**src/rtl/bcd_cal_pkg.sv**
```systemverilog
package bcd_cal_pkg;

  localparam int FIELD_W    = 8;
  localparam int NUM_FIELDS = 7;
  localparam int ADDR_W     = 3;

  // register index order is the load address map
  localparam int F_SEC  = 0;
  localparam int F_MIN  = 1;
  localparam int F_HOUR = 2;
  localparam int F_DOW  = 3;
  localparam int F_DOM  = 4;
  localparam int F_MON  = 5;
  localparam int F_YEAR = 6;

  localparam int HOUR_MODE_BIT = 6;
  localparam int HOUR_PM_BIT   = 5;

  typedef struct packed {
    logic                  secStep;
    logic                  load;
    logic [NUM_FIELDS-1:0] loadSel;
  } calStrobe_t;

  function automatic logic [7:0] bcdInc(input logic [7:0] v);
    if (v[3:0] == 4'd9) return {v[7:4] + 4'd1, 4'd0};
    return {v[7:4], v[3:0] + 4'd1};
  endfunction

  // divisible by 4: even tens need ones 0/4/8, odd tens need ones 2/6
  function automatic logic isLeapBcd(input logic [7:0] y);
    if (!y[4]) return (y[3:0] == 4'd0) || (y[3:0] == 4'd4) || (y[3:0] == 4'd8);
    return (y[3:0] == 4'd2) || (y[3:0] == 4'd6);
  endfunction

  function automatic logic [7:0] monthLast(input logic [7:0] mon, input logic [7:0] yr);
    case (mon)
      8'h02:                      return isLeapBcd(yr) ? 8'h29 : 8'h28;
      8'h04, 8'h06, 8'h09, 8'h11: return 8'h30;
      default:                    return 8'h31;
    endcase
  endfunction

  function automatic logic [7:0] fieldResetVal(input int idx);
    return (idx == F_DOW || idx == F_DOM || idx == F_MON) ? 8'h01 : 8'h00;
  endfunction

endpackage

```
**src/rtl/cal_ctrl.sv**
```systemverilog
module cal_ctrl
  import bcd_cal_pkg::*;
#(
  parameter int TICKS_PER_SEC = 32768
) (
  input  logic              clk,
  input  logic              rstN,
  input  logic              subTick,
  input  logic              oscHalt,
  input  logic              loadEn,
  input  logic [ADDR_W-1:0] loadAddr,
  output calStrobe_t        strb
);

  localparam int CNT_W = (TICKS_PER_SEC > 1) ? $clog2(TICKS_PER_SEC) : 1;
  localparam logic [CNT_W-1:0] CNT_LAST = CNT_W'(TICKS_PER_SEC - 1);

  logic [CNT_W-1:0]      preCount;
  logic                  secondDue;
  logic [NUM_FIELDS-1:0] selVec;

  assign secondDue = subTick && !oscHalt && !loadEn && (preCount == CNT_LAST);

  always_ff @(posedge clk) begin
    if (!rstN) begin
      preCount <= '0;
    end else if (loadEn) begin
      preCount <= '0;
    end else if (subTick && !oscHalt) begin
      preCount <= (preCount == CNT_LAST) ? '0 : preCount + 1'b1;
    end
  end

  for (genvar g = 0; g < NUM_FIELDS; g++) begin : g_sel
    assign selVec[g] = loadEn && (loadAddr == ADDR_W'(g));
  end

  assign strb = '{secStep: secondDue, load: loadEn, loadSel: selVec};

  AST_HALT_HOLDS_PRESCALER: assert property (@(posedge clk) disable iff (!rstN)
    oscHalt && !loadEn |=> preCount == $past(preCount));

  if (TICKS_PER_SEC > 1) begin : g_gapChk
    AST_NO_STEP_AFTER_LOAD: assert property (@(posedge clk) disable iff (!rstN)
      loadEn |=> !secondDue);
  end

endmodule

```
**src/rtl/cal_hour_unit.sv**
```systemverilog
module cal_hour_unit
  import bcd_cal_pkg::*;
(
  input  logic [FIELD_W-1:0] hourQ,
  output logic [FIELD_W-1:0] hourNext,
  output logic               dayCarry
);

  logic       mode12;
  logic       pm;
  logic [4:0] h12;
  logic [5:0] h24;
  logic [7:0] inc12;
  logic [7:0] inc24;

  always_comb begin
    mode12   = hourQ[HOUR_MODE_BIT];
    pm       = hourQ[HOUR_PM_BIT];
    h12      = hourQ[4:0];
    h24      = hourQ[5:0];
    inc12    = bcdInc({3'b000, h12});
    inc24    = bcdInc({2'b00, h24});
    hourNext = hourQ;
    dayCarry = 1'b0;
    if (mode12) begin
      if (h12 == 5'h11) begin
        hourNext = {2'b01, ~pm, 5'h12};
        dayCarry = pm;
      end else if (h12 == 5'h12) begin
        hourNext = {2'b01, pm, 5'h01};
      end else begin
        hourNext = {2'b01, pm, inc12[4:0]};
      end
    end else begin
      if (h24 == 6'h23) begin
        hourNext = 8'h00;
        dayCarry = 1'b1;
      end else begin
        hourNext = {2'b00, inc24[5:0]};
      end
    end
  end

endmodule

```
**src/rtl/cal_date_unit.sv**
```systemverilog
module cal_date_unit
  import bcd_cal_pkg::*;
(
  input  logic [FIELD_W-1:0] domQ,
  input  logic [FIELD_W-1:0] monQ,
  input  logic [FIELD_W-1:0] yearQ,
  output logic [FIELD_W-1:0] domNext,
  output logic [FIELD_W-1:0] monNext,
  output logic [FIELD_W-1:0] yearNext,
  output logic               monthEnd,
  output logic               lastMonth
);

  logic [7:0] lastDay;

  always_comb begin
    lastDay   = monthLast(monQ, yearQ);
    monthEnd  = (domQ == lastDay);
    lastMonth = (monQ == 8'h12);
    domNext   = monthEnd  ? 8'h01 : bcdInc(domQ);
    monNext   = lastMonth ? 8'h01 : bcdInc(monQ);
    yearNext  = (yearQ == 8'h99) ? 8'h00 : bcdInc(yearQ);
  end

endmodule

```
**src/rtl/cal_datapath.sv**
```systemverilog
module cal_datapath
  import bcd_cal_pkg::*;
(
  input  logic                                 clk,
  input  logic                                 rstN,
  input  calStrobe_t                           strb,
  input  logic [FIELD_W-1:0]                   loadData,
  output logic [NUM_FIELDS-1:0][FIELD_W-1:0]   fieldsQ
);

  logic [NUM_FIELDS-1:0]              fieldStep;
  logic [NUM_FIELDS-1:0][FIELD_W-1:0] fieldNext;
  logic [FIELD_W-1:0]                 hourNext;
  logic [FIELD_W-1:0]                 domNext;
  logic [FIELD_W-1:0]                 monNext;
  logic [FIELD_W-1:0]                 yearNext;
  logic                               dayCarry;
  logic                               monthEnd;
  logic                               lastMonth;
  logic                               dayStep;

  cal_hour_unit u_hour (
    .hourQ    (fieldsQ[F_HOUR]),
    .hourNext (hourNext),
    .dayCarry (dayCarry)
  );

  cal_date_unit u_date (
    .domQ      (fieldsQ[F_DOM]),
    .monQ      (fieldsQ[F_MON]),
    .yearQ     (fieldsQ[F_YEAR]),
    .domNext   (domNext),
    .monNext   (monNext),
    .yearNext  (yearNext),
    .monthEnd  (monthEnd),
    .lastMonth (lastMonth)
  );

  // carry chain, seconds upward
  always_comb begin
    fieldStep[F_SEC]  = strb.secStep;
    fieldStep[F_MIN]  = fieldStep[F_SEC] && (fieldsQ[F_SEC] == 8'h59);
    fieldStep[F_HOUR] = fieldStep[F_MIN] && (fieldsQ[F_MIN] == 8'h59);
    dayStep           = fieldStep[F_HOUR] && dayCarry;
    fieldStep[F_DOW]  = dayStep;
    fieldStep[F_DOM]  = dayStep;
    fieldStep[F_MON]  = dayStep && monthEnd;
    fieldStep[F_YEAR] = fieldStep[F_MON] && lastMonth;
  end

  always_comb begin
    fieldNext[F_SEC]  = (fieldsQ[F_SEC] == 8'h59) ? 8'h00 : bcdInc(fieldsQ[F_SEC]);
    fieldNext[F_MIN]  = (fieldsQ[F_MIN] == 8'h59) ? 8'h00 : bcdInc(fieldsQ[F_MIN]);
    fieldNext[F_HOUR] = hourNext;
    fieldNext[F_DOW]  = (fieldsQ[F_DOW] == 8'h07) ? 8'h01 : fieldsQ[F_DOW] + 8'h01;
    fieldNext[F_DOM]  = domNext;
    fieldNext[F_MON]  = monNext;
    fieldNext[F_YEAR] = yearNext;
  end

  for (genvar i = 0; i < NUM_FIELDS; i++) begin : g_fld
    logic [FIELD_W-1:0] q;
    always_ff @(posedge clk) begin
      if (!rstN) begin
        q <= fieldResetVal(i);
      end else if (strb.load && strb.loadSel[i]) begin
        q <= loadData;
      end else if (fieldStep[i]) begin
        q <= fieldNext[i];
      end
    end
    assign fieldsQ[i] = q;
  end

  AST_LOAD_LANDS: assert property (@(posedge clk) disable iff (!rstN)
    strb.load && strb.loadSel[F_MIN] |=> fieldsQ[F_MIN] == $past(loadData));

  AST_SEC_WRAP: assert property (@(posedge clk) disable iff (!rstN)
    strb.secStep && !strb.load && fieldsQ[F_SEC] == 8'h59 |=> fieldsQ[F_SEC] == 8'h00);

  AST_HOUR_MODE_KEPT: assert property (@(posedge clk) disable iff (!rstN)
    !strb.load |=> fieldsQ[F_HOUR][HOUR_MODE_BIT] == $past(fieldsQ[F_HOUR][HOUR_MODE_BIT]));

  AST_DOW_WRAP: assert property (@(posedge clk) disable iff (!rstN)
    dayStep && !strb.load && fieldsQ[F_DOW] == 8'h07 |=> fieldsQ[F_DOW] == 8'h01);

  AST_YEAR_WRAP: assert property (@(posedge clk) disable iff (!rstN)
    fieldStep[F_YEAR] && !strb.load && fieldsQ[F_YEAR] == 8'h99 |=> fieldsQ[F_YEAR] == 8'h00);

endmodule

```
**src/rtl/bcd_calendar.sv**
```systemverilog
module bcd_calendar
  import bcd_cal_pkg::*;
#(
  parameter int TICKS_PER_SEC = 32768
) (
  input  logic               clk,
  input  logic               rstN,
  input  logic               subTick,
  input  logic               oscHalt,
  input  logic               loadEn,
  input  logic [ADDR_W-1:0]  loadAddr,
  input  logic [FIELD_W-1:0] loadData,
  output logic [FIELD_W-1:0] secOut,
  output logic [FIELD_W-1:0] minOut,
  output logic [FIELD_W-1:0] hourOut,
  output logic [FIELD_W-1:0] dowOut,
  output logic [FIELD_W-1:0] domOut,
  output logic [FIELD_W-1:0] monOut,
  output logic [FIELD_W-1:0] yearOut
);

  calStrobe_t                         strb;
  logic [NUM_FIELDS-1:0][FIELD_W-1:0] fieldsQ;

  cal_ctrl #(.TICKS_PER_SEC(TICKS_PER_SEC)) u_ctrl (
    .clk      (clk),
    .rstN     (rstN),
    .subTick  (subTick),
    .oscHalt  (oscHalt),
    .loadEn   (loadEn),
    .loadAddr (loadAddr),
    .strb     (strb)
  );

  cal_datapath u_dp (
    .clk      (clk),
    .rstN     (rstN),
    .strb     (strb),
    .loadData (loadData),
    .fieldsQ  (fieldsQ)
  );

  assign secOut  = fieldsQ[F_SEC];
  assign minOut  = fieldsQ[F_MIN];
  assign hourOut = fieldsQ[F_HOUR];
  assign dowOut  = fieldsQ[F_DOW];
  assign domOut  = fieldsQ[F_DOM];
  assign monOut  = fieldsQ[F_MON];
  assign yearOut = fieldsQ[F_YEAR];

  AST_HALT_FREEZE: assert property (@(posedge clk) disable iff (!rstN)
    oscHalt && !loadEn |=> $stable(fieldsQ));

endmodule

```
**config.mk**
```make
export PLATFORM = sky130hd
export DESIGN_NAME = bcd_calendar
export DESIGN_NICKNAME = d
export VERILOG_FILES = /design/src/rtl/bcd_cal_pkg.sv /design/src/rtl/cal_ctrl.sv /design/src/rtl/cal_hour_unit.sv /design/src/rtl/cal_date_unit.sv /design/src/rtl/cal_datapath.sv /design/src/rtl/bcd_calendar.sv
export SDC_FILE = /design/constraint.sdc
export NUM_CORES = 1
export LEC_CHECK = 0
export BUFFER_PORTS_ARGS = -buffer_cell sky130_fd_sc_hd__buf_2
export CAP_MARGIN = 20
export CELL_PAD_IN_SITES_DETAIL_PLACEMENT = 1
export CELL_PAD_IN_SITES_GLOBAL_PLACEMENT = 2
export CORE_UTILIZATION = 30
export DETAILED_ROUTE_END_ITERATION = 8
export PLACE_DENSITY = 0.77
export RECOVER_POWER = 100
export SYNTH_ARGS = -nofsm -noshare
export SYNTH_HDL_FRONTEND = slang
export SYNTH_HIERARCHICAL = 1
export SYNTH_SLANG_ARGS = --single-unit
```
**constraint.sdc**
```tcl
create_clock -name clk -period 2.9 [get_ports clk]
set_input_delay 0.29 -clock clk [delete_from_list [all_inputs] [get_ports clk]]
set_output_delay 0.29 -clock clk [all_outputs]
set_load 0.1 [all_outputs]
```
* Yosys cells after proc, flatten, opt, wreduce, memory -nomap -nowiden
Index checks and enable logic that the tools add are counted.
** Storage, ports and cells
- Flip-flop bits (word level) :: 71
- Word-level logic and storage cells :: 171
- Input bits :: 16
** Cells by class
- Equality and inequality tests :: 33
- Bitwise operators :: 2
- Reduce and logical (&&, ||, !) cells :: 51
- Add/subtract/negate cells :: 15
- Multiplexer cells :: 55
** Operators with widths (number)
- 8-bit two-way mux :: 31
- 4-bit by 1-bit adder with 4-bit output, second input constant :: 11
- 4-bit == test, second input constant :: 7
- 8-bit by 3-bit == test with 1-bit output, second input constant :: 3
- 6-bit two-way mux :: 4
- 1-bit logical AND :: 22
- 8-bit by 5-bit == test with 1-bit output, second input constant :: 2
- 8-bit by 7-bit == test with 1-bit output, second input constant :: 2
- 15-bit by 1-bit adder with 15-bit output, second input constant :: 1
- 15-bit == test, second input constant :: 1
- 1-bit two-way mux :: 15
- 15-bit two-way mux :: 1
- 5-bit two-way mux :: 3
- 3-bit nonzero test :: 5
- 2-bit nonzero test :: 7
- 5-bit == test, second input constant :: 2
- 5-bit one-hot mux with 2 select lines :: 1
- 2-bit AND reduction :: 5
- 3-bit == test, second input constant :: 3
- 8-bit by 1-bit adder with 8-bit output, second input constant :: 1
- 4-bit by 3-bit == test with 1-bit output, second input constant :: 2
- 8-bit by 2-bit == test with 1-bit output, second input constant :: 1
- 8-bit by 4-bit == test with 1-bit output, second input constant :: 1
- 8-bit == test :: 1
- other kinds (18) :: 24

* Logic depth before layout (Yosys ltp)
- Depth in word-level cells :: 13
- Gate-level depth with buffers :: 13
- Depth with buffers taken out :: 11

* By module
The synthesis kept the hierarchy.
** By module, submodules not included
- cal_datapath :: sequential area each 1121.1 um^2, cells each 364, instances 1, area each 2905.3 um^2
- cal_ctrl :: sequential area each 300.3 um^2, cells each 98, instances 1, area each 817.0 um^2
- cal_date_unit :: sequential area each 0.0 um^2, cells each 109, instances 1, area each 737.0 um^2
- cal_hour_unit :: sequential area each 0.0 um^2, cells each 33, instances 1, area each 250.2 um^2

* Worst setup path after synthesis
Ideal clock, no wire load.
- Path kind :: flip-flop to flip-flop
- Start :: reg u_dp.g_fld[5].q[1]
- End :: reg u_dp.g_fld[6].q[4]
- Stages on the path, launching flop included :: 12
- Arrival time :: 3.459 ns
- Required time :: 2.768 ns
- Period minus slack after synthesis :: 3.590 ns
- Path slack :: -0.690 ns
- Setup time :: 0.132 ns
- Path buffers :: 1
- Path through :: dfxtp_1 > and2b_2 > nand4_2 > or3_4 > a211oi_4 > or2_1 > nand4b_1 > nor4_1 > buf_2 > nand2_1 > mux2i_1 > a21oi_1
** Between the ends
- Longest elaborated chain between the ends :: 8
** Ends and longest elaborated chain
- start, declared :: RTL line cal_datapath.sv:62 : logic [FIELD_W-1:0] q;
- start signal, assigned :: RTL line cal_datapath.sv:65 : q <= fieldResetVal(i);
- start signal, assigned :: RTL line cal_datapath.sv:67 : q <= loadData;
- start signal, assigned :: RTL line cal_datapath.sv:69 : q <= fieldNext[i];
- 8-bit by 3-bit == test with 1-bit output (tied with other cells) :: RTL line bcd_cal_pkg.sv:37 : case (mon)
- 4-bit OR reduction :: RTL line bcd_cal_pkg.sv:37
- 5-bit one-hot mux with 2 select lines (*) :: RTL line bcd_cal_pkg.sv:37
- 8-bit == test (*) :: RTL line cal_date_unit.sv:18 : monthEnd = (domQ == lastDay);
- via u_dp.monthEnd :: RTL line cal_datapath.sv:18 : logic monthEnd;
- 1-bit logical AND (*) :: RTL line cal_datapath.sv:47 : fieldStep[F_MON] = dayStep && monthEnd;
- 1-bit logical AND (*) :: RTL line cal_datapath.sv:48 : fieldStep[F_YEAR] = fieldStep[F_MON] && lastMonth;
- 2-bit nonzero test (no source line) (*)
- 2-bit AND reduction (no source line) (*)
- end signal, assigned :: RTL line cal_datapath.sv:65
- end signal, assigned :: RTL line cal_datapath.sv:67
- end signal, assigned :: RTL line cal_datapath.sv:69
- end, declared :: RTL line cal_datapath.sv:62
Mark *: on every way through the listed nets, which the timed path passes. The rest lies on a longest branch.
A chain may end at the register's enable or synchronous reset.

==> summary.md <==
| Metric | Value |
|---|---|
| Maximum VDD drop | 0.000243 V |
| Initial Util | 30.9% |
| CP required | 3.16 ns |
| Area of the multi-input gates | 3100 um^2 |
| Final setup vio count | 0 |
| All-layer global routing usage | 18.8% |
| Layout area overhead | 21.7% |
| Row count | 45 |
| H-tree depth | 3 |
| Met2 usage | 31.7% |
| 1st-pass router iterations | 4 |
| Critical path class | reg -> reg |
| Vias per cell | 5.29 |
| First-pass GRT wire length | 24300 um |
| EDFF count, synth | 0 |
| Gate count after technology mapping | 604 |
| Synth Net Count | 640 |
| Gate power share | 11.0% |
| Hold Path Class | in -> reg |
| Hold Violations, Final | 0 |
| Crit path time final | 2.73 ns |
| Flops & latches, synth | 71 |
| Largest stage delay, worst path | 0.57 ns |
| Pins Over Slew Limit | 0 |
| Sink Count | 71 |
| Synth Warn # | 6 |
| Largest net degree at the start of global routing | 37 |
| Met1 Usage GRT | 24.6% |
| Most frequent cells in the layout | nand2_1, clkbuf_1, nor2_1 |
| Final GP Congestion | 0.802 |
| WL/cell | 16.6 um |
| Number of antenna diodes | 0 |
| CTS tree | yes |
| Crit path max fanout | 5 |
| Sequential fraction of the synthesis area | 30.2% |
| DR iter-0 viols | 242 |
| Fraction of layout cells with a size suffix above 1 | 16.9% |
| Full die area | 16200 um^2 |
| Pre-CTS setup slack | -0.00197 ns |
| Antenna viol nets, final | 0 |
| Leakage power | 2.05 nW |
| Switching Share | 26.2% |
| Vias | 4736 |
| Cts bufs inserted | 9 |
| Syn avg cell area | 7.80 um^2 |
| Cells along the critical path | ha_2 -> and4b_2 -> nand3_4 -> nor3_2 -> buf_4 -> nand4b_4 -> or4_4 -> or4_1 -> a31oi_1 |
| GR peak layer | met2 |
| Outcome | completed |
| Internal power | 1.91 mW |
| Fin util | 37.6% |
| Worst setup EP type | register |
| Die height | 127 um |
| Clk_lat worst skew | 0.33 ns |
| Slowest cell on crit path | or4_4 |
| Clock tree buffer depth | 2 |
| Worst-path clk slew | 0.06 ns |
| Power Density | 451 nW/um^2 |
| Mapped Area | 4710 um^2 |
| Least-Margin Pin Slew | 1.24 ns |
| Hold_ws | 0.326 ns |
| Skew final | 0.00375 ns |
| Fmax | 0.366 GHz |
| Share of power burned in the clock network | 49.7% |
| Async SR Flop Fraction | 0% |
| Fin crit share | 94.3% |
| Final wirelength | 14900 um |
| Hpwl dp | 10700 um |
| DRC Markers | 0 |
| Top FF cell, synth | dfxtp_1 |
| Fin nets | 716 |
| Net Switching | 678 uW |
| CP Buf/Inv Count | 1 |
| Delay-heaviest family, CP | simple AND/OR/NAND/NOR gates |
| Distinct cells, synth | 72 |
| Max_cap viols | 0 |
| # fillers | 1849 |
| Startpoint types | register |
| Root Buffer Master | clkbuf_16 |
| Core Area | 15300 um^2 |
| Num ports | 72 |
| Crit path DAT | 3.00 ns |
| Vias in the first global route | 4706 |
| Worst Slack Setup Final | 0.165 ns |
| Met3 usage | 2.64% |
| Slew HR | 16.1% |
| Register area | 1480 um^2 |
| TNS Setup | 0 ns |
| Die X | 127 um |
| Remaining Overflow, GRT | 0 |
| Power share of the sequential group | 39.3% |
| Most common cell after layout, fill and taps aside | nand2_1 |
| # port buffers | 71 |
| Initial antenna violation count | 0 |
## synthesized netlist by cell type (all sizes together), types with 8 or more instances
cell	count	area, um^2
dfxtp	71	1420
clkbuf	17	63.8
inv	20	75.1
xor2	8	70.1
a21oi	40	200
a211oi	10	87.6
nor3	23	115
mux2i	20	200
nor2	56	210
xnor2	18	158
nand2	81	312
nand2b	8	50.1
nand3	22	123
o21ai	52	268
ha	20	250
a311oi	8	70.1
buf	12	90.1
a31oi	13	81.3
nand4	11	75.1
## power by group through the flow
stage / registers, mW / clock network, mW / logic, mW
global placement: 1.03 / 0 / 0.285
floorplan: 1.14 / 0 / 0.0991
finish: 1.02 / 1.29 / 0.285
detailed placement: 1.04 / 0 / 0.289
CTS: 1.01 / 1.31 / 0.291
global route: 1.02 / 1.35 / 0.306
## flip-flops by register name, summed over array words and instances, names as in the netlist
signal	flops
u_ctrl/preCount	15
u_dp/g_fld.q	56
## path summary, 6_finish.rpt
path / slack (ns) / cells after the start / to / startpoint
worst max-delay path: 0.17 / 9 / u_dp/g_fld[3].q[3] / u_ctrl/preCount[0]
worst min register to register: 0.48 / 2 / u_ctrl/preCount[1] / u_ctrl/preCount[1]
worst min-delay path: 0.33 / 3 / u_dp/g_fld[3].q[3] / loadData[3]
worst max register to register: 0.17 / 9 / u_dp/g_fld[3].q[3] / u_ctrl/preCount[0]
## per-layer routing
metal  share of wire, %  vias to the layer above
met3                2.6                       11
met5                  0                        -
met2                 48                       71
met4                1.3                        0
met1                 48                     2310
li1                   -                     2344
## layout make-up
class | instances | area share (%)
Clock buffer | 10 | 4.17
Clock inverter | 6 | 1.88
Inverter | 21 | 1.38
Multi-Input combinational cell | 483 | 54.1
Sequential cell | 71 | 25.9
Tap cell | 211 | 4.61
Timing Repair Buffer | 94 | 7.99
## worst reg2reg max path: stages (launching register included)
cell,delay [ns]
dfxtp_2,0.35
ha_2,0.20
and4b_2,0.27
nand3_4,0.11
nor3_2,0.19
buf_4,0.17
nand4b_4,0.14
or4_4,0.57
or4_1,0.51
a31oi_1,0.16
## per-stage QoR
stage / instance area, um^2 / cells / power [mW]
2_1_floorplan: 4790 / 604 / 1.24
3_3_place_gp: 5370 / 872 / 1.32
3_5_place_dp: 5370 / 872 / 1.33
4_1_cts: 5720 / 888 / 2.62
5_1_grt: 5730 / 896 / 2.68
6_report: 5730 / 896 / 2.59
## cells by family after synthesis
family | synth area share [%]
buffers and inverters | 4.94
AND/OR/NAND/NOR | 29.8
AO/OA/AOI/OAI | 19.6
flip-flops | 30.2
adder cells (fa/ha/maj) | 5.31
multiplexers | 5.21
other | 0.0796
XOR/XNOR | 4.84
## timing repair
action	in CTS	in global routing
pin swaps	0	4
endpoints found under the hold margin	0	0
endpoints found under the setup margin	5	22
hold buffers	0	0
setup buffers	0	8
resized for setup	1	11
(Power assumes the default switching activity.)
